**src/rtl/asc_pkg.sv**
```systemverilog
package asc_pkg;

  typedef enum logic [1:0] {
    ST_IDLE = 2'd0,
    ST_HIGH = 2'd1,
    ST_LOW  = 2'd2
  } ascState_t;

  // Strobes sent from the control FSM to the datapath.
  typedef struct packed {
    logic load;       // latch configuration, arm first high phase
    logic enterHigh;  // reload high length, consume one step
    logic enterLow;   // reload low length
    logic tick;       // count down the current phase
  } ascStrobes_t;

endpackage

```
**src/rtl/asc_datapath.sv**
```systemverilog
module asc_datapath
  import asc_pkg::*;
#(
  parameter int CNT_W    = 16,
  parameter int STEP_W   = 16,
  parameter int MIN_LOW  = 10000,
  parameter int MIN_HIGH = 1
) (
  input  logic              clk,
  input  logic              rstN,
  input  ascStrobes_t       stb,
  input  logic [STEP_W-1:0] stepCount,
  input  logic [CNT_W-1:0]  lowCount,
  input  logic [CNT_W-1:0]  highCount,
  output logic              cfgOk,
  output logic              phaseLast,
  output logic              lastStep,
  output logic [CNT_W:0]    periodCycles
);

  // A zero-length phase would never end, so both minimums are forced to at least one cycle.
  localparam int MinLowEff  = (MIN_LOW  < 1) ? 1 : MIN_LOW;
  localparam int MinHighEff = (MIN_HIGH < 1) ? 1 : MIN_HIGH;
  localparam logic [CNT_W-1:0] MinLowV  = CNT_W'(MinLowEff);
  localparam logic [CNT_W-1:0] MinHighV = CNT_W'(MinHighEff);

  logic [CNT_W-1:0]  lowReg;
  logic [CNT_W-1:0]  highReg;
  logic [CNT_W-1:0]  phaseCnt;
  logic [STEP_W-1:0] stepsLeft;

  assign cfgOk = (lowCount >= MinLowV) && (highCount >= MinHighV) && (stepCount != '0);
  assign phaseLast = (phaseCnt == CNT_W'(1));
  assign lastStep  = (stepsLeft == STEP_W'(1));

  always_ff @(posedge clk) begin
    if (!rstN) begin
      lowReg       <= '0;
      highReg      <= '0;
      phaseCnt     <= '0;
      stepsLeft    <= '0;
      periodCycles <= '0;
    end else begin
      if (stb.load) begin
        lowReg       <= lowCount;
        highReg      <= highCount;
        phaseCnt     <= highCount;
        stepsLeft    <= stepCount;
        periodCycles <= {1'b0, lowCount} + {1'b0, highCount};
      end else if (stb.enterHigh) begin
        phaseCnt  <= highReg;
        stepsLeft <= stepsLeft - STEP_W'(1);
      end else if (stb.enterLow) begin
        phaseCnt <= lowReg;
      end else if (stb.tick) begin
        phaseCnt <= phaseCnt - CNT_W'(1);
      end
    end
  end

endmodule

```
**src/rtl/asc_control.sv**
```systemverilog
module asc_control
  import asc_pkg::*;
(
  input  logic        clk,
  input  logic        rstN,
  input  logic        startReq,
  input  logic        cfgOk,
  input  logic        phaseLast,
  input  logic        lastStep,
  output ascStrobes_t stb,
  output logic        stepClk,
  output logic        tableEn,
  output logic        done,
  output logic        cfgErr
);

  ascState_t state;
  ascState_t stateNext;
  logic      clkNext;
  logic      enNext;
  logic      doneNext;
  logic      errNext;

  always_comb begin
    stb       = '0;
    stateNext = state;
    clkNext   = stepClk;
    enNext    = tableEn;
    doneNext  = 1'b0;
    errNext   = cfgErr;
    unique case (state)
      ST_IDLE: begin
        if (startReq) begin
          if (cfgOk) begin
            stb.load  = 1'b1;
            stateNext = ST_HIGH;
            clkNext   = 1'b1;
            enNext    = 1'b1;
            errNext   = 1'b0;
          end else begin
            errNext = 1'b1;
          end
        end
      end
      ST_HIGH: begin
        if (phaseLast) begin
          clkNext = 1'b0;
          if (lastStep) begin
            stateNext = ST_IDLE;
            enNext    = 1'b0;
            doneNext  = 1'b1;
          end else begin
            stb.enterLow = 1'b1;
            stateNext    = ST_LOW;
          end
        end else begin
          stb.tick = 1'b1;
        end
      end
      ST_LOW: begin
        if (phaseLast) begin
          stb.enterHigh = 1'b1;
          stateNext     = ST_HIGH;
          clkNext       = 1'b1;
        end else begin
          stb.tick = 1'b1;
        end
      end
      default: begin
        stateNext = ST_IDLE;
        clkNext   = 1'b0;
        enNext    = 1'b0;
      end
    endcase
  end

  // Output lines are registered directly so they never glitch on state decode.
  always_ff @(posedge clk) begin
    if (!rstN) begin
      state   <= ST_IDLE;
      stepClk <= 1'b0;
      tableEn <= 1'b0;
      done    <= 1'b0;
      cfgErr  <= 1'b0;
    end else begin
      state   <= stateNext;
      stepClk <= clkNext;
      tableEn <= enNext;
      done    <= doneNext;
      cfgErr  <= errNext;
    end
  end

endmodule

```
**src/rtl/asym_step_clock.sv**
```systemverilog
module asym_step_clock
  import asc_pkg::*;
#(
  parameter int CNT_W    = 16,
  parameter int STEP_W   = 16,
  parameter int MIN_LOW  = 10000,
  parameter int MIN_HIGH = 1
) (
  input  logic              clk,
  input  logic              rstN,
  input  logic              startReq,
  input  logic [STEP_W-1:0] stepCount,
  input  logic [CNT_W-1:0]  lowCount,
  input  logic [CNT_W-1:0]  highCount,
  output logic              stepClk,
  output logic              tableEn,
  output logic              done,
  output logic              cfgErr,
  output logic [CNT_W:0]    periodCycles
);

  ascStrobes_t stb;
  logic cfgOk;
  logic phaseLast;
  logic lastStep;

  asc_control u_ctrl (
    .clk       (clk),
    .rstN      (rstN),
    .startReq  (startReq),
    .cfgOk     (cfgOk),
    .phaseLast (phaseLast),
    .lastStep  (lastStep),
    .stb       (stb),
    .stepClk   (stepClk),
    .tableEn   (tableEn),
    .done      (done),
    .cfgErr    (cfgErr)
  );

  asc_datapath #(
    .CNT_W    (CNT_W),
    .STEP_W   (STEP_W),
    .MIN_LOW  (MIN_LOW),
    .MIN_HIGH (MIN_HIGH)
  ) u_dp (
    .clk          (clk),
    .rstN         (rstN),
    .stb          (stb),
    .stepCount    (stepCount),
    .lowCount     (lowCount),
    .highCount    (highCount),
    .cfgOk        (cfgOk),
    .phaseLast    (phaseLast),
    .lastStep     (lastStep),
    .periodCycles (periodCycles)
  );

endmodule

```
**config.mk**
```make
export PLATFORM = sky130hd
export DESIGN_NAME = asym_step_clock
export DESIGN_NICKNAME = d
export VERILOG_FILES = /design/src/rtl/asc_pkg.sv /design/src/rtl/asc_datapath.sv /design/src/rtl/asc_control.sv /design/src/rtl/asym_step_clock.sv
export SDC_FILE = /design/constraint.sdc
export NUM_CORES = 1
export LEC_CHECK = 0
export ABC_CLOCK_PERIOD_IN_PS = 6820
export BUFFER_PORTS_ARGS = -buffer_cell sky130_fd_sc_hd__buf_2
export CAP_MARGIN = 20
export CORE_ASPECT_RATIO = 2
export CORE_MARGIN = 2
export CORE_UTILIZATION = 36
export DETAILED_ROUTE_END_ITERATION = 6
export GPL_TIMING_DRIVEN = 1
export RECOVER_POWER = 50
export SYNTH_ARGS = -nofsm -noshare
export SYNTH_HDL_FRONTEND = slang
export SYNTH_SLANG_ARGS = --single-unit
```
**constraint.sdc**
```tcl
create_clock -name clk -period 6.82 [get_ports clk]
set_clock_uncertainty 0.2 [all_clocks]
set_input_delay 1.364 -clock clk [delete_from_list [all_inputs] [get_ports clk]]
set_output_delay 1.364 -clock clk [all_outputs]
set_load 0.01 [all_outputs]
```
==> flow_summary.ini, run 1 <==
[finish]
multi_input_area_sq_um = 3035
diodes = 0
fill_cells = 1431
regArea_sq_um = 1722
drive_above_1_share_pct = 10.62
final_core_util_pct = 42.06
area_delta_synth_final_pct = 14.03
nets = 770

[global_routing]
antenna_found_initial = 0
grt_pass1_wl_um = 24220
groute.usage.overall_pct = 20.76
grt_max_degree = 66
grt_pass1_vias = 4766
grt.overflow.total = 0

[detailed_routing]
drtIter0Drc = 304
via_per_inst = 5.804
dr.pass1.iters = 5
drcViolationCount = 0
detail_route.wl_per_cell_um = 17.92
vias = 4945
wirelength_um = 15260
antenna_left = 0

[clock_tree]
numCtsBuffers = 9
h-tree-depth = 3
holdBufCountCts = 0
post-cts-setup-buffers = 0
cts.repair.resized = 0
cts_tree = yes
clk_path_buf_depth = 2
root_buffer = clkbuf_16
clock_sink_count = 86
clk-insertion-delay-late_ps = 330
clk_pin_slew_ps = 60

[pwr]
p_leak_nw = 2.169
pwr_density_cell_nw_per_um2 = 382.8
vdd_drop_max_v = 0.0001285
total_power_mw = 2.176

[timing]
rsz0062_at_grt = no
fmax_mhz = 199.2
min_period_over_period_pct = 73.62
setup_viol = 0
slew_headroom_pct = -69.36
final-hold-violation-count = 0
tightestPinTransition_ps = 2540
period_minus_slack_ps = 5021
maxSlewViolCount = 123
hold_slack_ps = 251.5
finalSetupTns_ps = 0

[yosys]
async_reset_ff_share_pct = 0
syn-cell-area_sq_um = 4985
synth_cell_types = 59
ys_seq_area_share_pct = 34.54
ys.flop_type = dfxtp_1
synth_edf_count = 0
syn-instance-count = 648
synth_nets = 724
post_synth.cell_area_avg_sq_um = 7.693
ys_seq_elements = 86
ys_warn_count = 0

[critical_path]
ff2ff_setup_slack_ps = 2840
cp-start-kind = input pin
cp-startpoint = lowCount[4]
crit_fanout = 61
arrival_ps = 5060
cp-endpoint = u_dp.periodCycles[16]
crit_required_ps = 6860
crit_type = in -> reg
reg2reg_from = u_dp.phaseCnt[6]
reg2reg_to = u_dp.stepsLeft[15]
worst_setup_path_end_kind = flop
worstRegToRegCells = 6

[floorplanning]
fp.coreArea_sq_um = 13510
die_y_um = 170.4
start_util_pct = 36.89
fp.dieArea_sq_um = 14860
fp-row-count = 60
die_w_um = 87.21
boundaryPins = 72

[run_status]
status = finished with violations
failed_checks = capacitance limit, slew limit

[placed_design]
gp_congestion = 0.9025
port_buffers = 71
place_hpwl_um = 11060

[min_path]
worst_hold_path_type = reg -> reg
min_path_cells = 2

[job]
drv_cap = 2
[metal layers]
| metal | share of wire (%) | track usage (%) |
|---|---|---|
| met5 | 0 | 0 |
| met2 | 54 | 38.67 |
| met3 | 3.5 | 2.182 |
| met4 | 2.8 | 8.161 |
| met1 | 39 | 23.43 |
[critical path, cell delays in order]
cell and delay [ps]:
clkbuf_1 120, nor4_1 380, o21ai_0 190, a211o_1 370, nand3_1 1610, buf_4 640
a2111oi_0 110, nor4_1 270
[sequential cells by signal (all words and copies together), names as in the netlist]
name and cells:
u_dp.highReg 16, u_ctrl.cfgErr 1, u_dp.lowReg 16, u_ctrl.state 1, u_ctrl.tableEn 1, u_dp.phaseCnt 16
u_dp.periodCycles 17, u_ctrl.done 1, u_ctrl.stepClk 1, u_dp.stepsLeft 16
[cell type report]
type,instances,share of cell area [%]
flip-flops and latches,86,30.29
repair buffers,75,6.229
well taps,155,3.412
clock buffers,10,4.204
clock inverters,4,1.277
multi-input cells,504,53.40
inverters,18,1.189
[metrics by stage]
step	std cells	setup slack, ps	area [sq um]
2_1_floorplan	648	3384	4985
5_1_grt	852	1404	5684
6_report	852	1799	5684
3_5_place_dp	838	2591	5421
3_3_place_gp	838	2673	5421
4_1_cts	852	2853	5733
[cell usage after synthesis (17+ instances only)]
cell type,instances,area (sq um)
nor4_1,19,118.9
nor3_1,28,140.1
nand2_1,104,390.4
o21ai_0,32,160.2
inv_1,18,67.56
xnor2_1,17,148.9
ha_1,24,300.3
a21oi_1,65,325.3
nand3_1,17,85.08
nor2_1,42,157.7
dfxtp_1,86,1722
clkbuf_1,32,120.1
[worst min path at each step]
stage	end	slack (ps)	start
after detailed placement	u_dp.periodCycles[11]	240	u_dp.periodCycles[11]
after global routing	u_dp.periodCycles[11]	270	u_dp.periodCycles[11]
final	u_dp.highReg[9]	250	u_dp.highReg[9]
after floorplan	u_dp.lowReg[0]	230	u_dp.lowReg[0]
after global placement	u_dp.highReg[14]	240	u_dp.highReg[14]
after CTS	u_dp.highReg[14]	250	u_dp.highReg[14]
[report_power, final]
| part | leakage [nW] | switching, mW | internal (mW) |
|---|---|---|---|
| logic | 1.31 | 0.553 | 0.369 |
| clock network | 0.150 | 0.197 | 0.326 |
| registers | 0.707 | 0.108 | 0.623 |
[cell usage in the layout (no fill, tap or decap), types with 3 or more instances in the layout]
master / netlist / layout
inv_1: 18 / 17
nand2_1: 104 / 104
nand4_1: 6 / 6
or4_1: 3 / 4
ha_1: 24 / 24
buf_2: 5 / 49
o21a_1: 5 / 5
clkbuf_1: 32 / 23
buf_4: 2 / 3
o21ai_0: 32 / 32
nand3_1: 17 / 17
a41oi_1: 11 / 11
xnor2_1: 17 / 17
o31ai_1: 3 / 3
or3_1: 7 / 7
a21oi_1: 65 / 65
nor2_1: 42 / 42
a21o_1: 3 / 3
dfxtp_1: 86 / 86
mux2i_1: 4 / 4
nor2b_1: 4 / 4
a211oi_1: 16 / 16
a31oi_1: 16 / 16
nor3_1: 28 / 28
nand3b_1: 4 / 4
clkbuf_16: 0 / 9
nor4_1: 19 / 19
xor2_1: 13 / 13
and3_1: 12 / 12
o21ai_1: 9 / 9
nor3b_1: 3 / 3
[cell families after synthesis]
kind of cell / count (synthesis) / share of synthesized area (%)
buffers and inverters: 58 / 4.643
multiplexers: 4 / 0.8032
AND/OR/NAND/NOR: 259 / 24.70
adder cells (fa/ha/maj): 25 / 6.426
AO/OA/AOI/OAI: 186 / 23.62
flip-flops: 86 / 34.54
XOR/XNOR: 30 / 5.271
(Power assumes the default switching activity.)
==> run 2: changes to the inputs <==
Settings changed: ABC_CLOCK_PERIOD_IN_PS 6820 to 4200.
Clock period 6.82 ns to 4.2 ns, I/O delays scaled along.
==> run 2 against run 1 <==
Against the previous run: register-to-register slack worse by 2100 ps; via count up 0.93%; die area unchanged; routed wire length up 3.1%; the flow now finishes without violations; largest cell class unchanged; highest routed layer unchanged; clock-buffer cell count up 2; critical path depth up 1.
==> flow_summary.ini, run 2 (synthesis gave the netlist of run 1 again) <==
[pwr]
vdd_drop_max_v = 0.0002632
pwr_density_cell_nw_per_um2 = 610.4
p_leak_nw = 2.178
pwr-share-seq_pct = 33.9
p_sw_share_pct = 41.03
pwr-share-clk_pct = 22.4
p_sw_mw = 1.432
power.share.combinational_pct = 43.7
internal-power_mw = 2.057

[finish]
area_delta_synth_final_pct = 14.66
fin_cells = 861
fill_cells = 1443
drive_above_1_share_pct = 11.47
final_common_cell = nand2_1
final_cell_mix = 104 x nand2_1, 86 x dfxtp_1, 65 x a21oi_1
regArea_sq_um = 1722
diodes = 0
largest_reg_flops = 17
multi_input_area_sq_um = 3048
regMostFlops = u_dp.periodCycles
nets = 777

[timing]
finalSetupTns_ps = 0
fmax_mhz = 279.9
min_period_over_period_pct = 85.07
rsz0062_at_grt = no
tightestPinTransition_ps = 875.1
final-hold-violation-count = 0
slew_headroom_pct = 41.66
hold_slack_ps = 253.5
period_minus_slack_ps = 3573
maxSlewViolCount = 0
setup_viol = 0

[critical_path]
critical_path_buf_inv_count = 2
cpLargestDelayFamily = simple AND/OR/NAND/NOR gates
crit_type = in -> reg
crit_fanout = 36
cp-start-kind = input pin
arrival_ps = 3580
cpMostUsedCell = and3_1
cpPeakStageDelay_ps = 510
crit_required_ps = 4210
worstPathCellList = clkbuf_1 -> nor4_1 -> o21ai_0 -> a211o_1 -> and3_1 -> clkbuf_2 -> and3_1 -> a41oi_1 -> o21ai_1
crit_slowest_cell = clkbuf_2
worst_setup_path_end_kind = flop

[detailed_routing]
dr.pass1.iters = 7
drcViolationCount = 0
wirelength_um = 15730
drtIter0Drc = 252
antenna_left = 0
detail_route.wl_per_cell_um = 18.27
via_per_inst = 5.797
vias = 4991

[floorplanning]
fp.dieArea_sq_um = 14860
fp.coreArea_sq_um = 13510
start_util_pct = 36.89
fp-row-count = 60
die_y_um = 170.4
boundaryPins = 72
die_w_um = 87.21

[clock_tree]
numCtsBuffers = 9
post-cts-setup-buffers = 0
cts_tree = yes
clk-insertion-delay-late_ps = 340
clk_path_buf_depth = 2
clock_sink_count = 86
root_buffer = clkbuf_16
holdBufCountCts = 0
h-tree-depth = 3
cts.repair.resized = 0
clk_pin_slew_ps = 60

[global_routing]
grt_pass1_wl_um = 25010
groute.usage.overall_pct = 21.57
grt_max_degree = 66
use_met3_pct = 3.152
antenna_found_initial = 0
grt_use_met2_pct = 40.82
grt-busiest-layer = met2
grt.overflow.total = 0
grt_pass1_vias = 4923
use_met1_pct = 23.54

[placed_design]
dp_cells = 845
gp_congestion = 0.9153
port_buffers = 71
place_hpwl_um = 11670

[min_path]
worst_hold_path_type = reg -> reg

[run_status]
status = finished, final reports clean

[job]
drv_cap = 0
-- run 2: changes by cell type in the layout (fill, tap and decap cells not counted) --
cell / change
buf_4: +4
and2_1: -1
bufinv_16: -2
and2_0: +1
nand3_4: +1
clkbuf_1: +3
clkbuf_8: +1
clkinvlp_4: +2
clkbuf_2: +1
clkinv_2: -1
nand3_1: -1
clkinv_4: +1
-- run 2: worst paths after layout --
kind              slack, ps        startpoint                  to  cells after the start
setup / recovery        630       lowCount[4]    u_dp.phaseCnt[6]                      9
hold / removal          250   u_dp.highReg[9]     u_dp.highReg[9]                      2
setup reg to reg        720  u_dp.phaseCnt[6]  u_dp.stepsLeft[15]                      6
hold reg to reg         250   u_dp.highReg[9]     u_dp.highReg[9]                      2
-- run 2: layout make-up --
class                           count  area share [%]
Multi-Input combinational cell    504           53.33
Timing Repair Buffer               82           6.940
Clock buffer                       12           4.488
Tap cell                          155           3.393
Inverter                           18           1.182
Clock inverter                      4          0.5473
Sequential cell                    86           30.12
-- run 2: worst min-delay path, delay by kind of cell (launching register included) --
| kind | cells | cell delay [ps] |
|---|---|---|
| flops | 1 | 310 |
| simple gates | 1 | 50 |
| compound gates | 1 | 50 |
-- run 2: layer usage --
metal | wire [um] | vias up
met3 | 582 | 40
met2 | 8622 | 151
met1 | 6065 | 2342
li1 | - | 2458
met4 | 459 | 0
met5 | 0 | -
-- run 2: metrics by stage --
step                power [mW]  utilization (%)  instance area (sq um)  worst slack, ps
floorplan                2.307                -                   4985             1288
global placement         2.704            40.51                   5474            663.2
detailed placement       2.727            40.51                   5474            640.0
CTS                      3.523            42.64                   5762            883.7
global route             3.730            42.30                   5715            427.4
finish                   3.489            42.30                   5715            626.9
-- run 2: power groups by stage --
stage	clock network (mW)	logic (mW)	registers [mW]
2_1_floorplan	0	1.13	1.17
3_3_place_gp	0	1.51	1.19
3_5_place_dp	0	1.53	1.20
4_1_cts	0.798	1.54	1.18
5_1_grt	0.826	1.70	1.21
6_report	0.781	1.52	1.18
==> run 3: changes to the inputs <==
Settings changed: ABC_CLOCK_PERIOD_IN_PS 4200 to 4100, PLACE_DENSITY_LB_ADDON from default to 0.12, SKIP_CTS_REPAIR_TIMING from default to 1.
Clock period 4.2 ns to 4.1 ns, I/O delays scaled along.
==> run 3 against run 2 <==
Against the previous run: worst hold slack lost 1.1 ps; utilization increased by 0.25 points; cell area increased by 0.59%; worst setup slack better by 68 ps; critical path type is now reg -> reg; first-iteration DRC count decreased by 4.8%; sequential share of layout area down 0.18 points; register-to-register slack lost 30 ps; total power is 3.8% higher; clock-buffer cell count is 2 lower; global-route usage is 0.53 points higher; combinational power is 3% higher; critical endpoint is now u_dp.phaseCnt[1].
==> flow_summary.ini, run 3 (synthesis gave the netlist of run 1 again) <==
[critical_path]
worst_setup_path_end_kind = flop
ff2ff_setup_slack_ps = 690
arrival_ps = 3400
reg2reg_to = u_dp.phaseCnt[1]
cp-start-kind = flop
reg2reg_from = u_dp.stepsLeft[7]
crit_type = reg -> reg
crit_fanout = 12
crit_required_ps = 4090
worstRegToRegCells = 7

[job]
drv_cap = 0

[timing]
rsz0062_at_grt = no
fmax_mhz = 293.7
period_minus_slack_ps = 3405
setup_viol = 0
maxSlewViolCount = 0
tightestPinTransition_ps = 842.3
min_period_over_period_pct = 83.05
slew_headroom_pct = 43.85
hold_slack_ps = 252.4
finalSetupTns_ps = 0
final-hold-violation-count = 0
layout_setup_ws_ps = 694.8

[pwr]
total_power_mw = 3.623
vdd_drop_max_v = 0.0002324
p_leak_nw = 2.196
pwr_density_cell_nw_per_um2 = 630.2

[finish]
nets = 777
area_delta_synth_final_pct = 15.34
final_common_cell = nand2_1
largest_reg_flops = 17
drive_above_1_share_pct = 11.76
final_core_util_pct = 42.55
diodes = 0
final_cell_mix = 104 x nand2_1, 86 x dfxtp_1, 65 x a21oi_1
regMostFlops = u_dp.periodCycles

[min_path]
worst_hold_path_type = reg -> reg
holdPathEnd = u_dp.periodCycles[7]
min_path_cells = 2
hold_path_startpoint = u_dp.periodCycles[7]

[clock_tree]
root_buffer = clkbuf_16
clk_pin_slew_ps = 70
h-tree-depth = 3
cts_tree = yes
numCtsBuffers = 9
clock_sink_count = 86
clk_path_buf_depth = 2
clk-insertion-delay-late_ps = 350

[detailed_routing]
wirelength_um = 15970
antenna_left = 0
dr.pass1.iters = 5
detail_route.wl_per_cell_um = 18.55
via_per_inst = 5.659
vias = 4872
drtIter0Drc = 240
drcViolationCount = 0

[floorplanning]
die_y_um = 170.4
boundaryPins = 72
fp.dieArea_sq_um = 14860
start_util_pct = 36.89
fp-row-count = 60
die_w_um = 87.21
fp.coreArea_sq_um = 13510

[run_status]
status = finished, final reports clean

[global_routing]
grt_pass1_vias = 4845
grt_pass1_wl_um = 25280
antenna_found_initial = 0
groute.usage.overall_pct = 22.10
grt.overflow.total = 0
grt_max_degree = 66

[placed_design]
post-place-ws_ps = 612.3
port_buffers = 71
gp_congestion = 0.9181
place_hpwl_um = 11650
## run 3: cell types whose count changed in the layout (fill, tap and decap cells not counted), sizes merged
cell    previous run  this run
inv               18        19
buf               56        59
bufinv             0         1
clkbuf            38        33
## run 3: final cells by class
type | instances | area, sq um
clock buffer | 10 | 229.0
clock inverter | 6 | 70.07
fill | 1415 | 7764
inverter | 18 | 67.56
multi-input combinational | 504 | 3048
sequential | 86 | 1722
tap | 155 | 193.9
timing repair buffer | 82 | 419.2
## run 3: power by group
| part | leakage [nW] | internal, mW | switching, mW |
|---|---|---|---|
| clock | 0.135 | 0.476 | 0.362 |
| sequential | 0.707 | 1.04 | 0.177 |
| combinational | 1.35 | 0.635 | 0.937 |
## run 3: through the flow
stage | area (sq um) | std cells
2_1_floorplan | 4985 | 648
3_3_place_gp | 5487 | 845
3_5_place_dp | 5487 | 845
4_1_cts | 5786 | 861
5_1_grt | 5749 | 861
6_report | 5749 | 861
## run 3: worst max-delay path by stage
stage / endpoint / cells after the start / start
floorplan: u_dp.periodCycles[16] / 10 / lowCount[0]
global placement: u_dp.phaseCnt[9] / 9 / highCount[11]
detailed placement: u_dp.phaseCnt[15] / 9 / highCount[10]
CTS: u_dp.stepsLeft[15] / 6 / u_dp.phaseCnt[6]
global route: u_dp.phaseCnt[0] / 8 / highCount[10]
finish: u_dp.phaseCnt[1] / 7 / u_dp.stepsLeft[7]
## run 3: per-layer routing
metal / wire length (um) / GRT usage (%) / up-vias
li1: - / - / 2464
met1: 6484 / 24.53 / 2296
met2: 8700 / 41.82 / 93
met3: 459 / 2.910 / 19
met4: 324 / 7.492 / 0
met5: 0 / 0 / -
## run 3: critical path, cell delays in order, from the launching register on
cell	delay, ps
dfxtp_1	360
or4_1	610
or4_1	590
o31ai_4	580
a21oi_2	140
a21oi_4	130
or3_1	440
o221ai_1	190
